<file path="src/rtl/lif_pkg.sv">
package lif_pkg;
  localparam int LIF_LANES = 8;
  localparam int LIF_POT_W = 16;
  localparam int LIF_IDX_W = 6;

  // where a lane takes the old potential from
  typedef enum logic [1:0] {
    OPD_MEM  = 2'd0,
    OPD_FWD  = 2'd1,
    OPD_HOLD = 2'd2
  } lif_opd_e;
endpackage

</file>
<file path="src/rtl/lif_cfg_regs.sv">
module lif_cfg_regs #(
  parameter int POT_W = 16
) (
  input  logic                    clk,
  input  logic                    rst_n,
  input  logic                    wr,
  input  logic signed [POT_W-1:0] leak_in,
  input  logic signed [POT_W-1:0] thr_in,
  output logic signed [POT_W-1:0] leak_q,
  output logic signed [POT_W-1:0] thr_q
);
  localparam logic signed [POT_W-1:0] THR_RST = {1'b0, {(POT_W-1){1'b1}}};

  always_ff @(posedge clk) begin
    if (!rst_n) begin
      leak_q <= '0;
      thr_q  <= THR_RST;
    end else if (wr) begin
      leak_q <= leak_in;
      thr_q  <= thr_in;
    end
  end
endmodule

</file>
<file path="src/rtl/lif_stall_ctrl.sv">
module lif_stall_ctrl #(
  parameter int LANES = 8
) (
  input  logic [LANES-1:0] spk_vld,
  input  logic             spk_ready,
  output logic             adv
);
  logic spike_blocked;
  assign spike_blocked = (|spk_vld) && !spk_ready;
  assign adv = !spike_blocked;
endmodule

</file>
<file path="src/rtl/lif_lane.sv">
module lif_lane
  import lif_pkg::*;
#(
  parameter int POT_W = 16,
  parameter int IDX_W = 6
) (
  input  logic                    clk,
  input  logic                    rst_n,
  input  logic                    adv,
  input  logic                    in_vld,
  input  logic [IDX_W-1:0]        in_idx,
  input  logic signed [POT_W-1:0] in_inc,
  output logic                    rd_en,
  output logic [IDX_W-1:0]        rd_addr,
  input  logic signed [POT_W-1:0] rd_data,
  output logic                    wr_en,
  output logic [IDX_W-1:0]        wr_addr,
  output logic signed [POT_W-1:0] wr_data,
  input  logic signed [POT_W-1:0] leak,
  input  logic signed [POT_W-1:0] thr,
  output logic                    spk_vld,
  output logic [IDX_W-1:0]        spk_idx,
  output logic                    fire,
  output logic                    sat_hit
);
  localparam int SUM_W = POT_W + 2;
  localparam logic signed [POT_W-1:0] POT_MIN = {1'b1, {(POT_W-1){1'b0}}};

  function automatic logic signed [SUM_W-1:0] sx(input logic signed [POT_W-1:0] v);
    return $signed({{(SUM_W-POT_W){v[POT_W-1]}}, v});
  endfunction

  // three-operand add: old + increment - leak
  function automatic logic signed [SUM_W-1:0] step_sum(
    input logic signed [POT_W-1:0] p,
    input logic signed [POT_W-1:0] i,
    input logic signed [POT_W-1:0] l);
    return sx(p) + sx(i) - sx(l);
  endfunction

  function automatic logic reaches(input logic signed [SUM_W-1:0] s,
                                   input logic signed [POT_W-1:0] t);
    return s >= sx(t);
  endfunction

  function automatic logic below_min(input logic signed [SUM_W-1:0] s);
    return s < sx(POT_MIN);
  endfunction

  // stage A: operand arrives from memory, result computed and written
  logic                    a_vld, a_first;
  logic [IDX_W-1:0]        a_idx;
  logic signed [POT_W-1:0] a_inc, a_hold;
  // record of the most recent write of this lane
  logic                    fwd_vld;
  logic [IDX_W-1:0]        fwd_idx;
  logic signed [POT_W-1:0] fwd_pot;

  lif_opd_e                opd_sel;
  logic signed [POT_W-1:0] opd, nxt_pot;
  logic signed [SUM_W-1:0] sum;
  logic                    fwd_hit;

  assign rd_en   = in_vld && adv;
  assign rd_addr = in_idx;

  assign fwd_hit = a_first && fwd_vld && (fwd_idx == a_idx);

  always_comb begin
    if (!a_first)     opd_sel = OPD_HOLD;
    else if (fwd_hit) opd_sel = OPD_FWD;
    else              opd_sel = OPD_MEM;
    case (opd_sel)
      OPD_FWD:  opd = fwd_pot;
      OPD_HOLD: opd = a_hold;
      default:  opd = rd_data;
    endcase
  end

  assign sum     = step_sum(opd, a_inc, leak);
  assign fire    = a_vld && reaches(sum, thr);
  assign sat_hit = a_vld && !fire && below_min(sum);

  always_comb begin
    if (fire)         nxt_pot = '0;
    else if (sat_hit) nxt_pot = POT_MIN;
    else              nxt_pot = sum[POT_W-1:0];
  end

  assign wr_en   = a_vld && adv;
  assign wr_addr = a_idx;
  assign wr_data = nxt_pot;

  always_ff @(posedge clk) begin
    if (!rst_n) begin
      a_vld   <= 1'b0;
      a_first <= 1'b0;
      a_idx   <= '0;
      a_inc   <= '0;
      a_hold  <= '0;
      fwd_vld <= 1'b0;
      fwd_idx <= '0;
      fwd_pot <= '0;
      spk_vld <= 1'b0;
      spk_idx <= '0;
    end else begin
      if (a_vld) a_hold <= opd;
      if (adv) begin
        a_vld   <= in_vld;
        a_first <= in_vld;
        if (in_vld) begin
          a_idx <= in_idx;
          a_inc <= in_inc;
        end
        if (a_vld) begin
          fwd_vld <= 1'b1;
          fwd_idx <= a_idx;
          fwd_pot <= nxt_pot;
        end
        spk_vld <= fire;
        spk_idx <= a_idx;
      end else begin
        a_first <= 1'b0;
      end
    end
  end
endmodule

</file>
<file path="src/rtl/lif_update_engine.sv">
module lif_update_engine
  import lif_pkg::*;
#(
  parameter int LANES = LIF_LANES,
  parameter int POT_W = LIF_POT_W,
  parameter int IDX_W = LIF_IDX_W
) (
  input  logic                   clk,
  input  logic                   rst_n,
  input  logic [LANES-1:0]       in_valid,
  output logic                   in_ready,
  input  logic [LANES*IDX_W-1:0] in_idx,
  input  logic [LANES*POT_W-1:0] in_inc,
  input  logic                   cfg_wr,
  input  logic [POT_W-1:0]       cfg_leak,
  input  logic [POT_W-1:0]       cfg_thresh,
  output logic [LANES-1:0]       mem_rd_en,
  output logic [LANES*IDX_W-1:0] mem_rd_addr,
  input  logic [LANES*POT_W-1:0] mem_rd_data,
  output logic [LANES-1:0]       mem_wr_en,
  output logic [LANES*IDX_W-1:0] mem_wr_addr,
  output logic [LANES*POT_W-1:0] mem_wr_data,
  output logic [LANES-1:0]       spk_valid,
  output logic [LANES*IDX_W-1:0] spk_idx,
  input  logic                   spk_ready
);
  logic                    adv;
  logic signed [POT_W-1:0] leak_q, thr_q;
  logic [LANES-1:0]        lane_fire, lane_sat;

  lif_cfg_regs #(.POT_W(POT_W)) u_cfg (
    .clk    (clk),
    .rst_n  (rst_n),
    .wr     (cfg_wr),
    .leak_in(cfg_leak),
    .thr_in (cfg_thresh),
    .leak_q (leak_q),
    .thr_q  (thr_q)
  );

  lif_stall_ctrl #(.LANES(LANES)) u_stall (
    .spk_vld  (spk_valid),
    .spk_ready(spk_ready),
    .adv      (adv)
  );

  assign in_ready = adv;

  for (genvar g = 0; g < LANES; g++) begin : g_lane
    lif_lane #(.POT_W(POT_W), .IDX_W(IDX_W)) u_lane (
      .clk    (clk),
      .rst_n  (rst_n),
      .adv    (adv),
      .in_vld (in_valid[g]),
      .in_idx (in_idx[g*IDX_W +: IDX_W]),
      .in_inc (in_inc[g*POT_W +: POT_W]),
      .rd_en  (mem_rd_en[g]),
      .rd_addr(mem_rd_addr[g*IDX_W +: IDX_W]),
      .rd_data(mem_rd_data[g*POT_W +: POT_W]),
      .wr_en  (mem_wr_en[g]),
      .wr_addr(mem_wr_addr[g*IDX_W +: IDX_W]),
      .wr_data(mem_wr_data[g*POT_W +: POT_W]),
      .leak   (leak_q),
      .thr    (thr_q),
      .spk_vld(spk_valid[g]),
      .spk_idx(spk_idx[g*IDX_W +: IDX_W]),
      .fire   (lane_fire[g]),
      .sat_hit(lane_sat[g])
    );
  end
endmodule

</file>
<file path="config.mk">
export PLATFORM = sky130hd
export DESIGN_NAME = lif_update_engine
export DESIGN_NICKNAME = d
export VERILOG_FILES = /design/src/rtl/lif_pkg.sv /design/src/rtl/lif_cfg_regs.sv /design/src/rtl/lif_stall_ctrl.sv /design/src/rtl/lif_lane.sv /design/src/rtl/lif_update_engine.sv
export SDC_FILE = /design/constraint.sdc
export NUM_CORES = 2
export LEC_CHECK = 0
export ABC_AREA = 1
export BUFFER_PORTS_ARGS = -buffer_cell sky130_fd_sc_hd__buf_2
export CAP_MARGIN = 20
export CORE_MARGIN = 2
export CORE_UTILIZATION = 50
export DETAILED_ROUTE_END_ITERATION = 8
export HOLD_SLACK_MARGIN = 0.08
export PLACE_DENSITY_LB_ADDON = 0.05
export SYNTH_ARGS = -nofsm -noshare
export SYNTH_HDL_FRONTEND = slang
export SYNTH_HIERARCHICAL = 1
export SYNTH_SLANG_ARGS = --single-unit
</file>
<file path="constraint.sdc">
create_clock -name clk -period 14.1 [get_ports clk]
set_clock_uncertainty 0.2 [all_clocks]
set_input_delay 2.82 -clock clk [delete_from_list [all_inputs] [get_ports clk]]
set_output_delay 2.82 -clock clk [all_outputs]
set_load 0.01 [all_outputs]
</file>
==> qor.csv <==
metric;value;unit
root_buffer;clkbuf_16;
grt.overflow.total;0;
p_leak;0.0266;uW
place.detailed.hpwl;101000;um
first_iter_violations;2627;
cts_setup_buffers;0;
num_vias;39500;
yosysWarnings;6;
clk_latency;0.63;ns
die_w;292;um
grt_usage;31.0;%
rows;105;
cts_tree;done;
wl_per_cell;17.6;um
cp.arrival;7.25;ns
cts.hold.buffers_added;0;
gp_congestion;0.926;
finalCritPeriodShare;72.8;%
slew_violations;0;
hold_violations;0;
ir_drop;0.175;mV
power.switching;7290;uW
fp.dieArea;0.0850;mm^2
syn_nets;6810;
clock_sinks;592;
rsz0062_at_grt;no;
fin_cells;7675;
clockBufferDepth;3;
start_util;50.4;%
internal-power;6300;uW
final_cell_mix;inv_1 (1369), nand2_1 (950), buf_2 (643);
syn_area;0.0413;mm^2
fmax;97.4;MHz
syn_area_per_cell;6.84;um^2
layout_commonest_cell;inv_1;
clkPwrFrac;13.1;%
firstDrtPassIters;6;
worstPathRequired;11.08;ns
p_seq_share;17.2;%
grt_max_degree;152;
critPathLaunchType;input pin;
vias_per_cell;5.14;
end_kind;output pin;
routed_wl;135000;um
swShare;53.7;%
critPathKind;input pin to output pin;
htreeDepth;3;
pin_count;645;
fin_crit;10.27;ns
grt_pass1_vias;36500;
worst_slew_pin_slew;1.11;ns
grt_pass1_wl;208000;um
status;complete, no violations;
clkTransAtPathRegs;0.06;ns
p_per_area;288;mW/mm^2
setup_viol;0;
ant_nets;0;
drc_errors;0;
nets;7299;
antenna_found_initial;26;
timing.hold.worst.class;register to register;
fin_tns_setup;0;ns
io_buffer_count;644;
dpl.cell_count;7531;
cts_buffers;70;
combPwrFrac;69.6;%
die_y;292;um
path_max_fanout;15;
drive_gt1_share;14.5;%
area_growth_syn_to_layout;14.0;%
netlist_instances;6046;
ctsResizeCount;0;
maxSlewHeadroom;25.6;%
core-area;0.0820;mm^2
maxCapViolations;0;
-- path summary, 6_finish.rpt --
| kind | from | to | slack (ns) | cells after the start |
|---|---|---|---|---|
| worst min-delay path | g_lane[4].u_lane/spk_idx[0] | g_lane[4].u_lane/spk_idx[0] | 0.26 | 2 |
| worst max-delay path | mem_rd_data[112] | mem_wr_data[125] | 3.83 | 27 |
| worst max register to register | g_lane[7].u_lane/a_first | g_lane[7].u_lane/fwd_pot[7] | 7.50 | 32 |
| worst min register to register | g_lane[4].u_lane/spk_idx[0] | g_lane[4].u_lane/spk_idx[0] | 0.26 | 2 |
-- critical path, cell delays in order --
cell and delay [ns]:
buf_2 0.11, a21o_1 0.16, inv_1 0.09, ha_1 0.23
inv_1 0.05, ha_1 0.25, inv_1 0.09, fa_1 0.45
nand3b_1 0.17, nand2_1 0.13, nand2_1 0.06, nand2_1 0.16
a21oi_1 0.15, o211ai_1 0.18, nand2_1 0.13, ha_1 0.29
nand2_1 0.06, nor2_2 0.12, inv_1 0.10, nor3_1 0.30
nand4_1 0.17, nand3_1 0.18, nor2_1 0.08, nand2_2 0.27
nand3_1 0.18, inv_1 0.11, buf_2 0.13
-- through the flow --
| step | instance area (um^2) | total power, uW | hold WS [ns] | setup slack (ns) | util (%) |
|---|---|---|---|---|---|
| 6_report | 47100 | 13600 | 0.257 | 3.83 | 57.5 |
| 5_1_grt | 47100 | 14900 | 0.283 | 3.54 | 57.5 |
| 4_1_cts | 47000 | 13600 | 0.260 | 3.95 | 57.4 |
| 3_5_place_dp | 44800 | 11700 | 0.251 | 3.97 | 54.7 |
| 3_3_place_gp | 44800 | 11700 | 0.245 | 3.92 | 54.7 |
| 2_1_floorplan | 41300 | 8710 | 0.236 | 4.93 | - |
-- power by group through the flow --
stage	Clock, uW	Combinational [uW]	Sequential [uW]
final	1780	9460	2340
after global routing	1870	10600	2380
after floorplan	0	6430	2280
after CTS	1820	9410	2340
after detailed placement	0	9370	2370
after global placement	0	9290	2370
-- sequential cells by signal, indices dropped and copies added, names as in the netlist --
name and count:
g_lane.u_lane/a_hold 128, g_lane.u_lane/a_inc 128, g_lane.u_lane/fwd_pot 128, g_lane.u_lane/fwd_idx 48
g_lane.u_lane/spk_idx 48, g_lane.u_lane/wr_addr 48, u_cfg/leak_q 16, u_cfg/thr_q 16
g_lane.u_lane/a_first 8, g_lane.u_lane/a_vld 8, g_lane.u_lane/fwd_vld 8, g_lane.u_lane/spk_vld 8
-- per-layer routing --
metal,vias to the layer above,wire (um),part of all wire (%),track usage [%]
met5,-,146,0.11,0
met3,168,9510,7.0,4.72
met4,24,3130,2.3,8.25
met2,1208,62700,46,51.2
met1,18200,59800,44,42.2
li1,19900,-,-,-
-- layout make-up --
| type | count | area (um^2) |
|---|---|---|
| diodes | 18 | 45.0 |
| clock buffers | 99 | 2000 |
| clock inverters | 25 | 221 |
| fillers | 8189 | 34900 |
| inverters | 1400 | 5260 |
| multi-input cells | 3797 | 22900 |
| flip-flops and latches | 592 | 11900 |
| well taps | 1070 | 1340 |
| repair buffers | 674 | 3510 |
(Power assumes the default switching activity.)
